**config.mk**
```make
export PLATFORM = sky130hd
export DESIGN_NAME = warm_rst_seq
export DESIGN_NICKNAME = d
export VERILOG_FILES = /design/src/rtl/warm_rst_seq.sv
export SDC_FILE = /design/constraint.sdc
export NUM_CORES = 1
export LEC_CHECK = 0
export BUFFER_PORTS_ARGS = -buffer_cell sky130_fd_sc_hd__buf_4
export CORE_ASPECT_RATIO = 1.25
export CORE_MARGIN = 2
export CORE_UTILIZATION = 45
export DETAILED_ROUTE_END_ITERATION = 10
export GPL_TIMING_DRIVEN = 0
export HOLD_SLACK_MARGIN = 0.1
export PLACE_DENSITY = 0.74
export SYNTH_ARGS = -nofsm -noshare
export SYNTH_HDL_FRONTEND = slang
export SYNTH_SLANG_ARGS = --single-unit
```
**constraint.sdc**
```tcl
create_clock -name clk -period 4.3 [get_ports clk]
set_input_delay 0.86 -clock clk [delete_from_list [all_inputs] [get_ports clk]]
set_output_delay 0.86 -clock clk [all_outputs]
set_load 0.01 [all_outputs]
```
**src/rtl/warm_rst_seq.sv**
```systemverilog
module warm_rst_seq #(
  parameter int HS_TIMEOUT = 1024,
  parameter int ASSERT_CYC = 4,
  parameter int DLY_W      = 8,
  parameter int DLY_MIN    = 17,
  parameter int PIN_W      = 20
) (
  input  logic             clk,
  input  logic             rst_n,
  input  logic             sw_req_i,
  input  logic             pin_req_i,
  input  logic             fab_req_i,
  input  logic [3:0]       wdt_req_i,
  input  logic [4:0]       hs_en_i,
  input  logic [DLY_W-1:0] rel_dly_i,
  input  logic [PIN_W-1:0] pin_len_i,
  output logic [4:0]       hs_req_o,
  input  logic [4:0]       hs_ack_i,
  output logic             clkmgr_rst_o,
  output logic             periph_rst_o,
  output logic             ext_rst_o,
  input  logic             clr_we_i,
  input  logic [31:0]      clr_mask_i,
  output logic [31:0]      status_o
);
  localparam int TW = $clog2(HS_TIMEOUT);
  localparam int CW = (TW > DLY_W) ? TW : DLY_W;
  localparam int LAST = 4;
  localparam logic [31:0] IMPL = 32'h1F00_F700;

  typedef enum logic [2:0] {S_IDLE, S_HS, S_ASRT, S_REL, S_DRAIN} st_t;

  st_t              st;
  logic [2:0]       idx;
  logic [CW-1:0]    cnt;
  logic [PIN_W-1:0] pcnt;
  logic [DLY_W-1:0] dly_eff;
  logic [4:0]       tmo_pos;
  logic [31:0]      set_v;

  wire any_req  = sw_req_i | pin_req_i | fab_req_i | (|wdt_req_i);
  wire slot_en  = hs_en_i[idx];
  wire slot_ack = hs_ack_i[idx];
  wire tmo      = (cnt == CW'(HS_TIMEOUT - 1));
  wire slot_end = !slot_en || slot_ack || tmo;

  assign dly_eff      = (rel_dly_i < DLY_W'(DLY_MIN)) ? DLY_W'(DLY_MIN) : rel_dly_i;
  assign hs_req_o     = (st == S_HS && slot_en) ? (5'd1 << idx) : 5'd0;
  assign clkmgr_rst_o = (st == S_ASRT);
  assign periph_rst_o = (st == S_ASRT) || (st == S_REL);
  assign ext_rst_o    = (pcnt != '0);

  always_comb begin
    case (idx)
      3'd0:    tmo_pos = 5'd24;
      3'd1:    tmo_pos = 5'd28;
      3'd2:    tmo_pos = 5'd25;
      3'd3:    tmo_pos = 5'd26;
      default: tmo_pos = 5'd27;
    endcase
    set_v        = '0;
    set_v[8]     = pin_req_i;
    set_v[9]     = fab_req_i;
    set_v[10]    = sw_req_i;
    set_v[15:12] = wdt_req_i;
    if (st == S_HS && slot_en && !slot_ack && tmo) set_v[tmo_pos] = 1'b1;
  end

  always_ff @(posedge clk or negedge rst_n) begin
    if (!rst_n) begin
      st       <= S_IDLE;
      idx      <= '0;
      cnt      <= '0;
      pcnt     <= '0;
      status_o <= '0;
    end else begin
      status_o <= ((status_o & ~(clr_we_i ? clr_mask_i : 32'd0)) | set_v) & IMPL;
      if (pcnt != '0) pcnt <= pcnt - 1'b1;
      case (st)
        S_IDLE: if (any_req) begin
          st  <= S_HS;
          idx <= '0;
          cnt <= '0;
        end
        S_HS: if (slot_end) begin
          cnt <= '0;
          if (idx == 3'(LAST)) begin
            st   <= S_ASRT;
            pcnt <= pin_len_i;
          end else begin
            idx <= idx + 1'b1;
          end
        end else begin
          cnt <= cnt + 1'b1;
        end
        S_ASRT: if (cnt == CW'(ASSERT_CYC - 1)) begin
          st  <= S_REL;
          cnt <= '0;
        end else begin
          cnt <= cnt + 1'b1;
        end
        S_REL: if (cnt == CW'(dly_eff - 1'b1)) begin
          st  <= S_DRAIN;
          cnt <= '0;
        end else begin
          cnt <= cnt + 1'b1;
        end
        S_DRAIN: if (pcnt == '0) st <= S_IDLE;
        default: st <= S_IDLE;
      endcase
    end
  end
endmodule


```
==> results by group <==
Timing
  – Slew Limit Fails: 0
  – Fin crit period: 4.12 ns
  – Worst slew pin tran: 0.863 ns
  – Fin Clk Skew: just under 0.008 ns
  – Relative slew slack: 0.420
  – Fmax: approximately 240 MHz
  – Final setup fails: 0
  – Final hold vios: 0
  – Crit share post-route: 0.959
  – RSZ-0062 raised after global routing: false

Clock tree
  – Postcts setup bufs: 0
  – Clock latency on the worst-skew pair: 0.30 ns
  – CTS Buffer Depth: 2
  – Clk slew on worst S/H paths: approximately 0.08 ns
  – Hold buffer count at cts: 0
  – Sink Count: 48
  – Post-cts gate resize count: 0
  – H-tree levels: 2
  – CTS tree: done
  – CTS Root Cell: clkbuf_8
  – CTS buffer count: 5

Pwr
  – Switching power: roughly 0.67 mW
  – Switching Share: 0.388
  – VDD IR max: about 190 µV
  – Combinational share of power: 0.418
  – Pwr dens: 415 nW/µm²
  – Seq pwr share: 0.421
  – Static Leak: roughly 1.9 nW
  – Clk pwr share: 0.161
  – Final Power: around 1.7 mW
  – Int Pwr: ~1.1 mW

Floorplanning
  – Io pins: 120
  – Starting Density: 0.470
  – Die H: between 90 and 100 µm
  – Num rows: 34
  – Die area: approximately 8000 µm²
  – Core Area: 7020 µm²
  – Width of the die: just over 80 µm

Synth
  – Synth warn: 0
  – Synthesized flop and latch total: 48
  – Top FF cell, synth: dfrtp_1
  – Synth Instances: 400
  – Count leader, synth: nand2_1
  – Post-synth cell types: 55
  – Async set-reset flop share out of synthesis: 1.00
  – Synth area leaders: dfrtp_1 (36%), nand2_1 (7.7%), buf_4 (4.5%)
  – Cell area after synthesis: between 3000 and 4000 µm²
  – Synth area leader: dfrtp_1
  – Share of the synthesized area in the top cell type: 0.364
  – Post-Synthesis Mean Instance Area: 8.25 µm²
  – Number of enable flip-flop cells after synthesis: 0
  – Seq/Total Area, Yosys: 0.364
  – Post-synth top cells: nand2_1 (68), dfrtp_1 (48), nor2_1 (26)

Critical path
  – Worst Path Arrival: between 4 and 5 ns
  – R2R setup slack: 1.29 ns
  – R2R depth: 7
  – Data required time of the worst path: around 4.5 ns
  – Worst R2R End: st[0]
  – RR Startpoint: pcnt[9]
  – Setup crit start kind: primary input
  – Crit path capture type: flop
  – CP Class: primary input to flop
  – CP max FO: 10

Global route
  – Vias in the first global route: 2838
  – First-pass GRT wire length: 12300 µm
  – Overall Global Routing Usage: 0.190
  – Initial antenna violation count: 0
  – GRT overflow: 0
  – Largest net degree at the start of global routing: a little under 50

Detailed routing
  – Number of nets with antenna violations after routing: 0
  – Drt pass-1 iters: 4
  – Vias: roughly 3100
  – DRC: 0
  – Initial DRC Count: between 100 and 150
  – Routed WL: 7630 µm
  – Vias per Instance: approximately 5.2
  – WL/cell: between 10 and 15 µm

Final layout
  – Diodes inserted: 0
  – Proportion of layout cells with a drive suffix above 1: 0.235
  – Post-route cell area: between 4000 and 5000 µm²
  – Final Net Count: slightly below 600
  – Area growth syn-to-layout: 25.9%

Worst hold path
  – Hold worst-path end: status_o[25]
  – Hold path startpoint: status_o[25]
  – Min-Delay Path Depth: 2
  – Hold WC Path Type: flop to flop

Job
  – Max-Cap Viols: 0

Place
  – PortBufs: between 70 and 80
  – GP Congestion: about 0.83
  – DP Area: 4060 µm²
  – Hpwl dp: between 5000 and 6000 µm

Run status
  – Outcome: finished clean
==> registers in the layout, summed over array words and instances (netlist names) <==
name / flops
status_o: 12
st: 3
idx: 3
pcnt: 20
cnt: 10
==> through the flow <==
stage | setup slack (ns) | hold slack [ns] | setup TNS [ns] | util | cells
2_1_floorplan | 0.231 | 0.509 | 0 | - | 419
3_3_place_gp | -0.260 | 0.459 | -1.48 | 0.578 | 585
3_5_place_dp | -0.275 | 0.470 | -1.69 | 0.578 | 585
4_1_cts | 0.0535 | 0.488 | 0 | 0.591 | 593
5_1_grt | 0.109 | 0.499 | 0 | 0.592 | 593
6_report | 0.177 | 0.479 | 0 | 0.592 | 593
==> power by group through the flow <==
stage                     combinational (mW)  clock [mW]  sequential, mW
final                                  0.721       0.278           0.726
after global routing                   0.809       0.302           0.745
after CTS                              0.722       0.290           0.722
after detailed placement               0.722           0           0.728
after global placement                 0.698           0           0.721
after floorplan                        0.529           0           0.699
==> worst max-delay path by stage <==
stage            startpoint  cells past startpoint  slack (ns)  endpoint
2_1_floorplan  rel_dly_i[5]                     11        0.23     st[0]
3_3_place_gp   rel_dly_i[7]                     11       -0.26     st[0]
3_5_place_dp   rel_dly_i[7]                     11       -0.27     st[0]
4_1_cts        rel_dly_i[7]                     11        0.05     st[0]
5_1_grt        rel_dly_i[7]                     11        0.11     st[0]
6_report       rel_dly_i[7]                     11        0.18     st[0]
==> area by class of cell <==
cell class	count	area (µm²)
fillers	655	2860
multi-input cells	318	1900
flip-flops and latches	48	1200
repair buffers	76	571
plain buffers	36	219
well taps	90	113
clock buffers	7	86.3
inverters	17	63.8
clock inverters	1	7.51
==> cell usage in the layout (no fill, tap or decap), types with 7 or more instances in the layout <==
master	synthesis	final
nand2_1	68	68
nand3_1	9	9
buf_4	20	96
xnor2_1	10	10
o21ai_1	16	16
dfrtp_1	48	48
or3_1	7	7
clkbuf_1	13	14
a21o_1	9	9
o21ai_0	25	25
nor4_1	11	10
inv_1	17	17
nor3_1	12	12
ha_1	8	8
conb_1	1	20
nor2_1	26	26
xor2_1	9	9
==> worst max-delay path: stages <==
cell and delay (ns):
buf_4 0.14, or4_4 0.53, nand2_1 0.09, ha_1 0.24
or4b_1 0.52, o211a_1 0.23, a2111oi_1 0.69, a2111oi_4 0.06
a31oi_2 0.42, or3_4 0.24, mux2_4 0.29
==> metal layers <==
layer  track usage  up-vias  wire (µm)
met2         0.356       74       3870
met5             0        -          0
li1              -     1573          -
met3        0.0299        9        458
met1         0.215     1405       3180
met4        0.0652        0        120
==> cell families (layout without fill, tap and decap cells) <==
group                    count (synthesis)  in the layout  synth area share
AND/OR/NAND/NOR                        170            170             0.253
multiplexers                            10             10            0.0334
AO/OA/AOI/OAI                           91             91             0.182
adder cells (fa/ha/maj)                  8              8            0.0303
other                                    1             20           0.00114
buffers and inverters                   53            137            0.0857
flip-flops                              48             48             0.364
XOR/XNOR                                19             19            0.0504
Power figures use the tool's default switching activity.
